`src/rtl/ldec_pkg.sv`:
```
package ldec_pkg;

  typedef enum logic [1:0] {
    ATTR_BUS     = 2'd0,
    ATTR_RO      = 2'd1,
    ATTR_BUS_ALT = 2'd2,
    ATTR_RW      = 2'd3
  } attr_code_e;

  typedef enum logic [1:0] {
    REG_OUTSIDE = 2'd0,
    REG_WINDOW  = 2'd1,
    REG_SEG     = 2'd2,
    REG_TOP     = 2'd3
  } region_e;

  localparam logic [19:0] WIN_LO = 20'hA0000;
  localparam logic [19:0] SEG_LO = 20'hC0000;
  localparam logic [19:0] TOP_LO = 20'hF0000;

  // Region of an access from its low 20 bits and an above-1MB flag.
  function automatic region_e classify(input logic above, input logic [19:0] a);
    if (above || a < WIN_LO) return REG_OUTSIDE;
    if (a < SEG_LO)          return REG_WINDOW;
    if (a < TOP_LO)          return REG_SEG;
    return REG_TOP;
  endfunction

  // 2-bit code held in one nibble of an attribute byte.
  function automatic logic [1:0] seg_field(input logic [7:0] b, input logic hi);
    return hi ? b[5:4] : b[1:0];
  endfunction

  // Window open: bit 6 alone, or bit 3 with the mode input high.
  function automatic logic window_open(input logic [7:0] ctl, input logic smm);
    return ctl[6] | (ctl[3] & smm);
  endfunction

endpackage

```
`src/rtl/ldec_cfg_regs.sv`:
```
module ldec_cfg_regs #(
  parameter int          NUM_ATTR  = 7,
  parameter logic [7:0]  ATTR_BASE = 8'h59,
  parameter logic [7:0]  CTL_OFS   = 8'h72,
  parameter logic [7:0]  CTL_RST   = 8'h02
) (
  input  logic                      clk,
  input  logic                      rst_n,
  input  logic                      wr_en,
  input  logic [7:0]                addr,
  input  logic [7:0]                wdata,
  output logic [NUM_ATTR-1:0][7:0]  attr_q,
  output logic [7:0]                ctl_q
);

  for (genvar g = 0; g < NUM_ATTR; g++) begin : g_attr
    localparam logic [7:0] OFS = ATTR_BASE + 8'(g);
    logic hit;
    assign hit = wr_en && (addr == OFS);
    always_ff @(posedge clk) begin
      if (!rst_n)   attr_q[g] <= 8'h00;
      else if (hit) attr_q[g] <= wdata;
    end
  end

  always_ff @(posedge clk) begin
    if (!rst_n)                          ctl_q <= CTL_RST;
    else if (wr_en && addr == CTL_OFS)   ctl_q <= wdata;
  end

endmodule

```
`src/rtl/ldec_region_decode.sv`:
```
module ldec_region_decode
  import ldec_pkg::*;
#(
  parameter int ADDR_W   = 24,
  parameter int NUM_SEG  = 12,
  parameter int NUM_ATTR = 1 + NUM_SEG / 2
) (
  input  logic [ADDR_W-1:0]         acc_addr,
  input  logic [NUM_ATTR-1:0][7:0]  attr_q,
  output region_e                   region,
  output attr_code_e                code
);

  localparam logic [3:0] SEG_LIMIT = 4'(NUM_SEG);

  logic        above;
  logic [19:0] low;
  logic [3:0]  seg_idx;
  logic [NUM_SEG-1:0][1:0] seg_codes;

  if (ADDR_W > 20) begin : g_wide
    assign above = |acc_addr[ADDR_W-1:20];
  end else begin : g_narrow
    assign above = 1'b0;
  end

  assign low     = acc_addr[19:0];
  assign seg_idx = low[17:14];

  for (genvar g = 0; g < NUM_SEG; g++) begin : g_seg
    assign seg_codes[g] = seg_field(attr_q[1 + g / 2], (g % 2) == 1);
  end

  always_comb begin
    region = classify(above, low);
    code   = ATTR_BUS;
    case (region)
      REG_TOP: code = attr_code_e'(seg_field(attr_q[0], 1'b1));
      REG_SEG: code = (seg_idx < SEG_LIMIT) ? attr_code_e'(seg_codes[seg_idx]) : ATTR_BUS;
      default: code = ATTR_BUS;
    endcase
  end

endmodule

```
`src/rtl/ldec_route.sv`:
```
module ldec_route
  import ldec_pkg::*;
(
  input  region_e     region,
  input  attr_code_e  code,
  input  logic        acc_write,
  input  logic        win_open,
  output logic        sel_dram,
  output logic        sel_bus,
  output logic        wr_blocked
);

  always_comb begin
    sel_dram   = 1'b0;
    sel_bus    = 1'b0;
    wr_blocked = 1'b0;
    case (region)
      REG_OUTSIDE: sel_dram = 1'b1;
      REG_WINDOW: begin
        if (win_open) sel_dram = 1'b1;
        else          sel_bus  = 1'b1;
      end
      default: begin
        case (code)
          ATTR_RW: sel_dram = 1'b1;
          ATTR_RO: begin
            if (acc_write) wr_blocked = 1'b1;
            else           sel_dram   = 1'b1;
          end
          default: sel_bus = 1'b1;
        endcase
      end
    endcase
  end

endmodule

```
`src/rtl/legacy_mem_decoder.sv`:
```
module legacy_mem_decoder
  import ldec_pkg::*;
#(
  parameter int          ADDR_W    = 24,
  parameter int          NUM_SEG   = 12,
  parameter logic [7:0]  ATTR_BASE = 8'h59,
  parameter logic [7:0]  CTL_OFS   = 8'h72,
  parameter logic [7:0]  CTL_RST   = 8'h02
) (
  input  logic              clk,
  input  logic              rst_n,
  input  logic              reg_wr_en,
  input  logic [7:0]        reg_addr,
  input  logic [7:0]        reg_wdata,
  input  logic              smm_active,
  input  logic [ADDR_W-1:0] acc_addr,
  input  logic              acc_write,
  output logic              sel_dram,
  output logic              sel_bus,
  output logic              wr_blocked
);

  localparam int NUM_ATTR = 1 + NUM_SEG / 2;

  logic [NUM_ATTR-1:0][7:0] attr_q;
  logic [7:0]               ctl_q;
  logic                     win_open;
  region_e                  region;
  attr_code_e               code;

  ldec_cfg_regs #(
    .NUM_ATTR (NUM_ATTR),
    .ATTR_BASE(ATTR_BASE),
    .CTL_OFS  (CTL_OFS),
    .CTL_RST  (CTL_RST)
  ) u_regs (
    .clk   (clk),
    .rst_n (rst_n),
    .wr_en (reg_wr_en),
    .addr  (reg_addr),
    .wdata (reg_wdata),
    .attr_q(attr_q),
    .ctl_q (ctl_q)
  );

  assign win_open = window_open(ctl_q, smm_active);

  ldec_region_decode #(
    .ADDR_W  (ADDR_W),
    .NUM_SEG (NUM_SEG),
    .NUM_ATTR(NUM_ATTR)
  ) u_dec (
    .acc_addr(acc_addr),
    .attr_q  (attr_q),
    .region  (region),
    .code    (code)
  );

  ldec_route u_route (
    .region    (region),
    .code      (code),
    .acc_write (acc_write),
    .win_open  (win_open),
    .sel_dram  (sel_dram),
    .sel_bus   (sel_bus),
    .wr_blocked(wr_blocked)
  );

endmodule

```
`config.mk`:
```
export PLATFORM = sky130hd
export DESIGN_NAME = legacy_mem_decoder
export DESIGN_NICKNAME = d
export VERILOG_FILES = /design/src/rtl/ldec_pkg.sv /design/src/rtl/ldec_cfg_regs.sv /design/src/rtl/ldec_region_decode.sv /design/src/rtl/ldec_route.sv /design/src/rtl/legacy_mem_decoder.sv
export SDC_FILE = /design/constraint.sdc
export NUM_CORES = 1
export LEC_CHECK = 0
export ABC_AREA = 1
export CELL_PAD_IN_SITES_DETAIL_PLACEMENT = 0
export CELL_PAD_IN_SITES_GLOBAL_PLACEMENT = 1
export CORE_UTILIZATION = 33
export DETAILED_ROUTE_END_ITERATION = 6
export GPL_ROUTABILITY_DRIVEN = 0
export PLACE_DENSITY_LB_ADDON = 0.1
export SYNTH_ARGS = -nofsm -noshare
export SYNTH_HDL_FRONTEND = slang
export SYNTH_SLANG_ARGS = --single-unit
```
`constraint.sdc`:
```
create_clock -name clk -period 3.1 [get_ports clk]
set_input_delay 0.465 -clock clk [delete_from_list [all_inputs] [get_ports clk]]
set_output_delay 0.465 -clock clk [all_outputs]
set_load 0.1 [all_outputs]
```
==> results.tsv, run 1 <==
stage	metric	value	unit
worst_setup_path	CP Cell Sequence	clkdlybuf4s50_1 > inv_1 > nand3_1 > nand3_1 > nand3_1 > nand2_1 > nand3_1 > nand2_1 > nor2_4 > buf_12	
floorplan	# IOs	48	
timing	worst-margin pin slew	0.536	ns
floorplan	Chip Width	68.3	um
logic_synthesis	Avg Inst Size Synth	6.56	um^2
logic_synthesis	Netlist Area Pre-Place	1450	um^2
timing	Final setup viols	0	
clock_tree	CTS tree	done	
logic_synthesis	simple-gate share of the synthesized area	0.332	
global_route	first-pass GRT wire length	5780	um
worst_setup_path	critical path type	input port to output port	
timing	RSZ-0062 raised after global routing	false	
logic_synthesis	Seq cells post-synth	28	
logic_synthesis	top cell type's share of synthesized area	0.387	
timing	Max Slew Vio Count	0	
clock_tree	clk_lat worst skew	0.27	ns
power_and_ir_drop	total power	754	uW
timing	Tmin final	2.69	ns
clock_tree	hold buffers post-CTS	0	
logic_synthesis	Syn Inst Count	221	
timing	period utilisation layout	0.867	
clock_tree	Root Driver	clkbuf_8	
logic_synthesis	largest family of logic cells by synthesized area	simple AND/OR/NAND/NOR gates	
drt	antenna-violating nets left	0	
worst_setup_path	Slowest cell on crit path	clkdlybuf4s50_1	
clock_tree	clk buf depth	2	
logic_synthesis	Syn Nets	266	
power_and_ir_drop	P_leak	0.000797	uW
clock_tree	Post-CTS Setup Repair Bufs	0	
drt	final WL	3760	um
placement	PortBufs	31	
logic_synthesis	area share of fa/ha/maj cells after synthesis	0	
logic_synthesis	compound-cell area share of the yosys netlist	0.178	
global_route	maximum number of pins on one net before global-route repair	23	
flow_run	max_cap viols	0	
clock_tree	clock-pin slew on the worst setup and hold paths	0.09	ns
placement	Detail Placement HPWL	2820	um
status	outcome	complete, no violations	
clock_tree	H-tree lvl count	1	
logic_synthesis	Post-Synth XOR/XNOR Area	0	
drt	Starting DRT DRC Count	62	
logic_synthesis	most common flop cell mapped by yosys	dfxtp_1	
logic_synthesis	Yosys warnings	0	
drt	routed length per instance	12.4	um
global_route	initial antenna violation count	0	
cells_and_area	Diodes inserted	0	
placement	dpl cell area	1860	um^2
power_and_ir_drop	Power Dens Cells	390	nW/um^2
logic_synthesis	synth unique cells	22	
timing	Fin. Hold Viols	0	
timing	setup TNS	0	ns
drt	drt via density	4.77	
clock_tree	cts repair resizes	0	
logic_synthesis	synth top area cells	dfxtp_1, nand2_1, nand3_1	
drt	drt first pass iters	4	
cells_and_area	fraction of layout cells with a size suffix above 1	0.0748	
logic_synthesis	number of synthesized flops with an enable pin	0	
timing	Slew headroom	0.642	
logic_synthesis	most frequent cell after synthesis	nand2_1	
worst_setup_path	critical path peak fanout	7	
floorplan	Rows	23	
floorplan	die area	4660	um^2
worst_setup_path	Max stage delay on crit path	0.64	ns
global_route	Tot GR Track Use	0.172	
worst_setup_path	setup slack, reg-to-reg	2.41	ns
global_route	total global routing overflow	0	
floorplan	Die Ht	68.3	um
timing	fmax	372	MHz
logic_synthesis	synth cell count leaders	nand2_1, inv_1, dfxtp_1	
clock_tree	CTS buffer count	3	
worst_setup_path	Worst EP required	2.63	ns
worst_setup_path	Worst setup SP type	input port	
logic_synthesis	post-synthesis mux area share	0	
cells_and_area	fin area	1930	um^2
drt	# DRC	0	
clock_tree	clock sink count	28	
cells_and_area	Final #Nets	300	
logic_synthesis	Async S/R FF share, synth	0	
floorplan	core area	4120	um^2
global_route	vias in the first global route	1211	
worst_setup_path	WP data arrival	2.22	ns
power_and_ir_drop	Peak VDD IR	0.266	mV
logic_synthesis	area leader, netlist	dfxtp_1	
timing	Setup Skew	0	ns
cells_and_area	Core Util, Final	0.469	
logic_synthesis	register area share after synthesis	0.387	
worst_setup_path	most frequent CP cell	nand3_1	
worst_setup_path	crit path capture type	output port	
drt	Vias	1450	
floorplan	Initial Utilization	0.352	
cells_and_area	area grow syn2layout	33.3	%
min_path	Worst Hold Class	flop to flop	
sequential cells by signal (all words and copies together) (netlist names):
signal         cells
u_regs.attr_q     26
u_regs.ctl_q       2
cells by family after synthesis:
family,count (synthesis)
buffers and inverters,39
AOI/OAI and AO/OA,50
and+or+nand+nor,104
DFF,28
metrics by stage:
stage | setup WS, ns | cells | hold slack [ns]
4_1_cts | 0.393 | 304 | 0.456
3_3_place_gp | 0.400 | 300 | 0.436
6_report | 0.414 | 304 | 0.453
2_1_floorplan | 0.0816 | 221 | 0.424
5_1_grt | 0.280 | 304 | 0.473
3_5_place_dp | 0.398 | 300 | 0.441
layer usage:
| metal | up-vias | part of all wire | track usage | routed length (um) |
|---|---|---|---|---|
| met5 | - | 0 | 0 | 0 |
| met4 | 0 | 0.0069 | 0.0391 | 26 |
| met3 | 2 | 0.038 | 0.0400 | 142 |
| met2 | 32 | 0.44 | 0.276 | 1660 |
| met1 | 630 | 0.51 | 0.232 | 1930 |
| li1 | 786 | - | - | - |
area by class of cell:
| type | instances | area (um^2) |
|---|---|---|
| fill | 463 | 2180 |
| multi-input combinational | 154 | 749 |
| sequential | 28 | 561 |
| timing repair buffer | 33 | 355 |
| inverter | 35 | 133 |
| tap | 50 | 62.6 |
| clock buffer | 3 | 41.3 |
| clock inverter | 1 | 30.0 |
power by group:
group	total (uW)	leakage, uW	switching, uW	internal [uW]
logic	103	0.000536	54.2	48.4
registers	360	0.000225	0.329	360
clock network	291	0.0000357	118	173
total	754	0.000797	172	582
worst max-delay path: cells and delay by family:
family | cells | cell delay, ns
buffers and inverters | 3 | 1.02
AND/OR/NAND/NOR | 7 | 0.73
path summary, 6_finish.rpt:
check	to	cells after the start	start
worst max-delay path	sel_dram	10	acc_addr[15]
worst min-delay path	u_regs.attr_q[4]$_SDFFE_PN0P_	2	u_regs.attr_q[4]$_SDFFE_PN0P_
worst max register to register	u_regs.ctl_q[6]$_SDFFE_PN0P_	2	u_regs.ctl_q[6]$_SDFFE_PN0P_
worst min register to register	u_regs.attr_q[4]$_SDFFE_PN0P_	2	u_regs.attr_q[4]$_SDFFE_PN0P_
layout by cell type, fill, tap and decap left out, drive strengths merged, types with 3 or more instances in the layout:
master and count:
nand3 28, inv 33, buf 5, clkbuf 3, nand2 41, dfxtp 28
nor3 4, nor2 28, clkdlybuf4s50 28, a21oi 24, o21ai 23
Note: power is estimated with default switching activity, not from simulation.
==> inputs of run 2 (changes only) <==
--- a/config.mk
+++ b/config.mk
@@ -12,6 +12,7 @@
 export DETAILED_ROUTE_END_ITERATION = 6
 export GPL_ROUTABILITY_DRIVEN = 0
 export PLACE_DENSITY_LB_ADDON = 0.1
+export SKIP_CTS_REPAIR_TIMING = 1
 export SYNTH_ARGS = -nofsm -noshare
 export SYNTH_HDL_FRONTEND = slang
 export SYNTH_SLANG_ARGS = --single-unit
==> results of run 2 <==
The final DEF is identical to that of run 1; final timing and power are the same.
